File: config.mk
export PLATFORM = sky130hd
export DESIGN_NAME = gpio_masked_port
export DESIGN_NICKNAME = d
export VERILOG_FILES = /design/src/rtl/gpio_mask_pkg.sv /design/src/rtl/gpio_addr_decode.sv /design/src/rtl/gpio_in_sync.sv /design/src/rtl/gpio_port_regs.sv /design/src/rtl/gpio_masked_port.sv
export SDC_FILE = /design/constraint.sdc
export NUM_CORES = 1
export LEC_CHECK = 0
export BUFFER_PORTS_ARGS = -buffer_cell sky130_fd_sc_hd__buf_4
export CORE_MARGIN = 1.5
export CORE_UTILIZATION = 40
export DETAILED_ROUTE_END_ITERATION = 8
export GPL_TIMING_DRIVEN = 0
export PLACE_DENSITY = 0.63
export SYNTH_ARGS = -nofsm -noshare
export SYNTH_HDL_FRONTEND = slang
export SYNTH_SLANG_ARGS = --single-unit
File: constraint.sdc
create_clock -name clk -period 1.6 [get_ports clk]
set_input_delay 0.16 -clock clk [delete_from_list [all_inputs] [get_ports clk]]
set_output_delay 0.16 -clock clk [all_outputs]
set_load 0.02 [all_outputs]
File: src/rtl/gpio_mask_pkg.sv
package gpio_mask_pkg;

    localparam int PAD_COUNT = 8;
    localparam int ID_COUNT  = 12;

    typedef enum logic [2:0] {
        RGN_DATA,
        RGN_DIR,
        RGN_PAD,
        RGN_ID,
        RGN_RSVD
    } region_e;

    function automatic logic [7:0] id_byte(input logic [3:0] idx);
        logic [7:0] b;
        unique case (idx)
            4'd4:    b = 8'h61;
            4'd5:    b = 8'h10;
            4'd6:    b = 8'h04;
            4'd8:    b = 8'h0D;
            4'd9:    b = 8'hF0;
            4'd10:   b = 8'h05;
            4'd11:   b = 8'hB1;
            default: b = 8'h00;
        endcase
        return b;
    endfunction

endpackage

File: src/rtl/gpio_addr_decode.sv
module gpio_addr_decode
    import gpio_mask_pkg::*;
#(
    parameter int ADDR_W = 12,
    parameter int W      = 8
) (
    input  logic [ADDR_W-1:0] offset,
    output region_e           region,
    output logic [W-1:0]      mask,
    output logic [3:0]        sub_idx
);
    localparam int DATA_LIMIT = 4 << W;
    localparam int DIR_OFF    = DATA_LIMIT;
    localparam int PAD_FIRST  = DIR_OFF + 4;
    localparam int PAD_LAST   = DIR_OFF + 4 * PAD_COUNT;
    localparam int ID_BASE    = (1 << ADDR_W) - 4 * ID_COUNT;

    int off_i;

    always_comb begin
        off_i   = int'(offset);
        mask    = offset[W+1:2];
        sub_idx = 4'd0;
        if (off_i < DATA_LIMIT) begin
            region = RGN_DATA;
        end else if (off_i >> 2 == DIR_OFF >> 2) begin
            region = RGN_DIR;
        end else if (off_i >= PAD_FIRST && off_i <= PAD_LAST + 3) begin
            region  = RGN_PAD;
            sub_idx = 4'((off_i - PAD_FIRST) >> 2);
        end else if (off_i >= ID_BASE) begin
            region  = RGN_ID;
            sub_idx = 4'((off_i - ID_BASE) >> 2);
        end else begin
            region = RGN_RSVD;
        end
    end

endmodule

File: src/rtl/gpio_in_sync.sv
module gpio_in_sync #(
    parameter int W      = 8,
    parameter int STAGES = 2
) (
    input  logic         clk,
    input  logic         rst_n,
    input  logic [W-1:0] pin_async,
    output logic [W-1:0] pin_sync
);
    logic [W-1:0] stg [STAGES];

    always_ff @(posedge clk or negedge rst_n) begin
        if (!rst_n) stg[0] <= '0;
        else        stg[0] <= pin_async;
    end

    for (genvar s = 1; s < STAGES; s++) begin : g_stage
        always_ff @(posedge clk or negedge rst_n) begin
            if (!rst_n) stg[s] <= '0;
            else        stg[s] <= stg[s-1];
        end
    end

    assign pin_sync = stg[STAGES-1];

endmodule

File: src/rtl/gpio_port_regs.sv
module gpio_port_regs
    import gpio_mask_pkg::*;
#(
    parameter int W = 8
) (
    input  logic                          clk,
    input  logic                          rst_n,
    input  logic                          wr_en,
    input  region_e                       region,
    input  logic [W-1:0]                  mask,
    input  logic [3:0]                    sub_idx,
    input  logic [W-1:0]                  wr_data,
    input  logic [W-1:0]                  pin_sync,
    output logic [W-1:0]                  data_q,
    output logic [W-1:0]                  dir_q,
    output logic [PAD_COUNT-1:0][W-1:0]   pad_q
);
    logic [W-1:0] wmask;
    logic [W-1:0] data_d;

    always_comb begin
        wmask  = (wr_en && region == RGN_DATA) ? (mask & dir_q) : '0;
        data_d = (data_q & dir_q) | (pin_sync & ~dir_q);
        data_d = (data_d & ~wmask) | (wr_data & wmask);
    end

    always_ff @(posedge clk or negedge rst_n) begin
        if (!rst_n) data_q <= '0;
        else        data_q <= data_d;
    end

    always_ff @(posedge clk or negedge rst_n) begin
        if (!rst_n)                          dir_q <= '0;
        else if (wr_en && region == RGN_DIR) dir_q <= wr_data;
    end

    for (genvar g = 0; g < PAD_COUNT; g++) begin : g_pad
        localparam logic [W-1:0] RST_VAL = (g == 0) ? '1 : '0;
        always_ff @(posedge clk or negedge rst_n) begin
            if (!rst_n)
                pad_q[g] <= RST_VAL;
            else if (wr_en && region == RGN_PAD && sub_idx == 4'(g))
                pad_q[g] <= wr_data;
        end
    end

endmodule

File: src/rtl/gpio_masked_port.sv
module gpio_masked_port
    import gpio_mask_pkg::*;
#(
    parameter int ADDR_W = 12,
    parameter int W      = 8,
    parameter int STAGES = 2
) (
    input  logic              clk,
    input  logic              rst_n,
    input  logic [ADDR_W-1:0] bus_offset,
    input  logic              bus_wr_en,
    input  logic [W-1:0]      bus_wr_data,
    output logic [W-1:0]      bus_rd_data,
    input  logic [W-1:0]      pin_in,
    output logic [W-1:0]      pin_out
);
    region_e                     region;
    logic [W-1:0]                mask;
    logic [3:0]                  sub_idx;
    logic [W-1:0]                sync_q;
    logic [W-1:0]                data_q;
    logic [W-1:0]                dir_q;
    logic [PAD_COUNT-1:0][W-1:0] pad_q;
    logic [W-1:0]                pad_rd;
    logic [W-1:0]                rd_d;

    gpio_addr_decode #(.ADDR_W(ADDR_W), .W(W)) u_dec (
        .offset  (bus_offset),
        .region  (region),
        .mask    (mask),
        .sub_idx (sub_idx)
    );

    gpio_in_sync #(.W(W), .STAGES(STAGES)) u_sync (
        .clk       (clk),
        .rst_n     (rst_n),
        .pin_async (pin_in),
        .pin_sync  (sync_q)
    );

    gpio_port_regs #(.W(W)) u_regs (
        .clk      (clk),
        .rst_n    (rst_n),
        .wr_en    (bus_wr_en),
        .region   (region),
        .mask     (mask),
        .sub_idx  (sub_idx),
        .wr_data  (bus_wr_data),
        .pin_sync (sync_q),
        .data_q   (data_q),
        .dir_q    (dir_q),
        .pad_q    (pad_q)
    );

    always_comb begin
        pad_rd = '0;
        for (int i = 0; i < PAD_COUNT; i++) begin
            if (sub_idx == 4'(i)) pad_rd = pad_q[i];
        end
    end

    always_comb begin
        rd_d = '0;
        unique case (region)
            RGN_DATA: rd_d = data_q & mask;
            RGN_DIR:  rd_d = dir_q;
            RGN_PAD:  rd_d = pad_rd;
            RGN_ID:   rd_d = W'(id_byte(sub_idx));
            RGN_RSVD: rd_d = '0;
        endcase
    end

    always_ff @(posedge clk or negedge rst_n) begin
        if (!rst_n) bus_rd_data <= '0;
        else        bus_rd_data <= rd_d;
    end

    assign pin_out = (data_q & dir_q) | ~dir_q;

endmodule

; ---- Word level (Yosys, flattened, before mapping)
; Index checks and enable logic that the tools add are counted.
[classes]
add_sub_neg = 2
shifts = 0
magnitude_cmp = 4
bitwise = 11
n_reduce_logical = 14
div_mod_pow = 0
eq_ne = 16
muxes = 19
multipliers = 0
[ops]
columns = operator, n
row1 = $mux W8, 9
row2 = $pmux W8 S7, 1
row3 = $and A8 B8 Y8, 6
row4 = $pmux W8 S5, 1
row5 = $or A8 B8 Y8, 3
row6 = $eq A4 B3 Y1 const B, 4
row7 = $eq A4 B4 Y1 const B, 4
row8 = $mux W4, 4
row9 = $not A8 Y8, 2
row10 = $ge A12 B11 Y1 const B, 1
row11 = $ge A12 B12 Y1 const B, 1
row12 = $le A12 B11 Y1 const B, 1
row13 = $logic_and A1 B1 Y1, 12
row14 = $lt A12 B11 Y1 const B, 1
row15 = $mux W3, 4
row16 = $eq A10 B10 Y1 const B, 1
row17 = $eq A4 B2 Y1 const B, 2
row18 = $eq A3 B2 Y1 const B, 2
row19 = $sub A6 B3 Y6 const B, 1
row20 = $sub A6 B5 Y6 const B, 1
row21 = $eq A4 B1 Y1 const B, 1
row22 = $logic_not A4 Y1, 1
row23 = $eq A3 B1 Y1 const B, 1
row24 = $eq A3 B3 Y1 const B, 1
row25 = $logic_not A3 Y1, 1
[totals]
wordCells = 79
romBits = 0
register_bits = 104
n_memories = 0
latch_bits = 0
out_inout_bits = 16
ramBits = 0
inputBits = 31

; ---- Logic depth before layout (Yosys ltp)
[depth]
ltp_word = 15
mapped_depth = 14

; ---- Modules after synthesis
; Synthesis repeated with hierarchy kept, for this count alone.
[unflattened]
hier_cells = 437
area_unflattened_um2 = 5525.3
[modules_own_cells]
columns = module, instances, area_per_inst_um2, cells_per_inst
row1 = gpio_port_regs, 1, 3377.0, 221
row2 = gpio_masked_port, 1, 1265.0, 137
row3 = gpio_in_sync, 1, 460.4, 24
row4 = gpio_addr_decode, 1, 422.9, 55

; ---- Worst setup path before layout
; OpenSTA, ideal clock, no wires.
[synth_path]
kind = input port to flip-flop
startpoint = input bus_offset[4]
endpoint = register u_regs.pad_q[40] in the netlist's numbering
setup_slack_ps = -1427
required_time_ps = 1475
path_buffers = 1
setup_time_ps = 125
t_arrival_ps = 2902
path_stages = 10
cell_sequence = clkbuf_1 inv_1 ha_1 or4bb_1 a31oi_1 a31oi_1 or3b_4 or3_4 nor2_8 mux2_2
[synth_between]
elab_chain_len = 8
[synth_lines]
columns = item, line
row1 = start: declaration, gpio_masked_port.sv:10  ; input logic [ADDR_W-1:0] bus_offset,
row2 = "$ge A12 B12 Y1, or another cell as far along", gpio_addr_decode.sv:31  ; end else if (off_i >= ID_BASE) begin
row3 = $mux W3 or $logic_and A1 B1 Y1 (tied branches), "gpio_addr_decode.sv:31, gpio_addr_decode.sv:28"
row4 = $mux W3, gpio_addr_decode.sv:28  ; end else if (off_i >= PAD_FIRST && off_i <= PAD_LAST + 3) begin
row5 = $mux W3, gpio_addr_decode.sv:26  ; end else if (off_i >> 2 == DIR_OFF >> 2) begin
row6 = $mux W3, gpio_addr_decode.sv:24  ; if (off_i < DATA_LIMIT) begin
row7 = $eq A3 B2 Y1, gpio_port_regs.sv:42  ; else if (wr_en && region == RGN_PAD && sub_idx == 4'(g))
row8 = $logic_and A1 B1 Y1, gpio_port_regs.sv:42
row9 = $logic_and A1 B1 Y1 *, gpio_port_regs.sv:42
row10 = end signal: indexed assignment, gpio_port_regs.sv:43  ; pad_q[g] <= wr_data;
row11 = end: declaration, gpio_port_regs.sv:16  ; output logic [PAD_COUNT-1:0][W-1:0] pad_q
; Mark *: on every way between the ends. The rest lies on a longest branch, timed or not.
; A chain may end at the register's enable or synchronous reset.

; ---- Final worst setup path
[layout_path]
startpoint = input bus_offset[4]
endpoint = register u_regs.pad_q[42] in the netlist's numbering
; Same word-level chain as after synthesis.

==> metrics.cfg <==
[placed_design]
hpwl_um = 9690
dp.cells = 676
io_buffers = 38
globalplace.congestion = 0.925
placed_area_um2 = 5940

[clock_tree]
clk_pin_slew_ns = 0.07
clock_tree.buffer_depth = 2
insertion_delay_ns = 0.37
cts_tree = yes
cts_made_buffers = 9
clock-sinks = 104
htreeDepth = 3
cts-root-buf = clkbuf_16

[sta]
clock_skew_ns = 0.00603
hold_ws_ns = 0.151
setup_viol = 80
min_period_ns = 2.58
fmax_ghz = 0.387
period_share = 1.61
slew_viol_final = 0
timing.final.ws_setup_ns = -0.982
rsz0062_at_grt = yes
finalHoldViolations = 0
slew_headroom = 0.540
worstMarginPinSlew_ns = 0.690

[logic_synthesis]
synth_area_um2 = 5290
ys_warn_count = 0
syn_avg_cell_area_um2 = 11.4
synth-async-reset-ratio = 1.00
synth.area.top_cells = dfrtp_1 (45%), mux2_2 (15%), dfstp_2 (4.0%), a21oi_1 (2.9%), nand2_1 (2.8%)
yosysSeqAreaShare = 0.494
ys_types = 61
synth_top_area_frac = 0.454
syn_inst = 466
synth_nets = 505
synth_top_area_cell = dfrtp_1
synthFlopType = dfrtp_1
synth-edff-count = 0
ys_ff_latch = 104

[global_routing]
grt_pass1_wl_um = 25800
grt_pass1_vias = 4684
antenna_found_initial = 0
grt_usage = 0.242
grt_max_degree = 105
gr-total-overflow = 0

[status]
violations = negative setup slack
status = complete, but fails checks

[drt]
highest_layer = met4
drt-pass1-iter-count = 5
dr_total_vias = 4610
post_drt_wl_per_cell_um = 22.4
wl_met2_um = 8520
wirelength_met1_um = 6960
drt-total-wl_um = 17600
viasPerCell = 5.87
ant_nets = 0
met3_length_um = 1260
drtIter0Drc = 491
drc = 0

[pwr]
power_switching_mw = 1.55
powerDensity_nw_per_um2 = 720
combPwrFrac = 0.115
seqPwrFrac = 0.481
internal-power_mw = 4.11
clockPowerShare = 0.404
p_sw_frac = 0.274
peakVddDrop_mv = 0.729
p_leak_nw = 3.50

[finish]
regArea_um2 = 2610
multi_input_area_um2 = 3220
n_antenna_cell = 0
fin_area_um2 = 7860
drive_gt1_frac = 0.526
finalNetCount = 648
nFillCells = 949
instances_no_fill = 786
area_delta_synth_final_pct = 48.5

[worst_hold_path]
hold_path.class = input pin to flip-flop

[worst_setup_path]
worstPathRequired_ns = 1.85
critPathLaunchType = input pin
crit_fanout = 8
critical_path_class = input pin to flip-flop
end_kind = flip-flop
arrival_ns = 2.83

[die]
dieArea_um2 = 13900
die_w_um = 118
coreArea_um2 = 12800
ios = 47
rows = 41
start_util = 0.414
die_y_um = 118

[job]
max_cap_violations = 0

stage by stage:
stage                     TNS [ns]  power, mW   util  setup slack, ns
after CTS                   -53.00       5.62  0.581           -0.943
after global routing        -65.90       5.85  0.615            -1.04
after global placement     -118.07       3.21  0.465            -1.70
final                       -62.14       5.66  0.615           -0.982
after detailed placement   -121.60       3.22  0.465            -1.77
after floorplan             -66.80       3.00      -            -1.16
sequential cells by signal (all words and copies together), names as in the netlist, named ones only:
register and flops:
bus_rd_data 8, u_regs.dir_q 8, u_sync.pin_sync 8, u_regs.pad_q 64, u_sync.stg 8
power groups by stage:
stage / clock (mW) / combinational (mW) / sequential (mW)
floorplan: 0 / 0.230 / 2.77
global placement: 0 / 0.439 / 2.77
detailed placement: 0 / 0.447 / 2.77
CTS: 2.32 / 0.577 / 2.72
global route: 2.43 / 0.691 / 2.73
finish: 2.28 / 0.649 / 2.72
kinds of logic after synthesis:
group           after synthesis  share of synthesized area
flops                       104                      0.494
compound gates              104                      0.126
fa+ha+maj                     8                     0.0189
simple gates                130                      0.142
xor+xnor                      2                    0.00331
buf+inv                      29                     0.0232
mux                          89                      0.193
repair_timing:
item	in CTS	in global routing
gates resized for setup	148	63
setup endpoints to repair	80	80
setup buffers	63	21
pin swaps	41	28
hold buffers	8	1
hold endpoints to repair	8	96
area by class of cell:
cell class | count | area share
multi-input combinational | 333 | 0.410
buffer | 24 | 0.0320
clock buffer | 9 | 0.0287
sequential | 104 | 0.332
inverter | 5 | 0.00510
timing repair buffer | 132 | 0.154
clock inverter | 7 | 0.0104
tap | 172 | 0.0274
cells in the final DEF, fill, tap and decap left out, types with 5 or more instances in the layout:
master / count
buf_6: 29
nor3_4: 5
nor3_1: 9
nand4_1: 7
dlygate4sd3_1: 9
mux2_4: 40
nor2_4: 6
o21ai_2: 5
nand2_4: 5
nand2_2: 7
dfstp_2: 8
buf_12: 5
mux2_2: 32
mux2i_1: 10
a21oi_2: 6
clkbuf_16: 12
buf_8: 8
nor2_1: 19
buf_4: 89
nand2_1: 30
o21ai_1: 7
nand2b_1: 9
o21ai_0: 6
clkbuf_1: 11
nand3_1: 5
a21oi_1: 24
dfrtp_1: 96
worst paths after layout:
| kind | from | slack, ns | depth (start not counted) | endpoint |
|---|---|---|---|---|
| worst max-delay path | bus_offset[4] | -0.98 | 11 | u_regs.pad_q[42] |
| worst min-delay path | bus_offset[6] | 0.15 | 3 | bus_rd_data[4] |
| worst max register to register | u_regs.pad_q[31] | 0.02 | 5 | bus_rd_data[7] |
| worst min register to register | u_sync.stg[15] | 0.35 | 0 | u_sync.pin_sync[7] |
| max in group asynchronous | rst_n | 0.81 | 3 | u_regs.pad_q[7] |
| min in group asynchronous | rst_n | 0.39 | 3 | u_regs.pad_q[8] |
metal layers:
metal | up-vias | track usage
met5 | - | 0
met4 | 0 | 0.109
met3 | 62 | 0.0606
met2 | 211 | 0.390
met1 | 2330 | 0.307
li1 | 2007 | -
worst max-delay path, cell delays in order:
cell and delay, ns:
buf_8 0.10, clkbuf_16 0.14, clkinv_8 0.04, ha_4 0.11, or4bb_4 0.51, a31oi_4 0.23, a31oi_4 0.13, or3b_4 0.42
or3_4 0.40, nor2_8 0.25, mux2_4 0.33
synth_stat cells (3+ instances only):
library cell	instances
clkbuf_1	16
a31oi_1	7
a211oi_1	7
buf_2	5
ha_1	8
or4bb_1	3
nand2b_1	10
o21ai_0	20
nor3_4	3
nand4_1	7
a21boi_0	3
nand3_1	6
o211ai_1	4
a21oi_1	31
nor3_1	12
a32o_1	3
o22ai_1	5
mux2_2	71
o21a_1	5
inv_1	5
mux2i_1	14
dfrtp_1	96
mux4_2	3
nand2_2	4
dfstp_2	8
nand2_1	40
nor2_1	26
No activity file was read; power rests on OpenSTA's default activity.
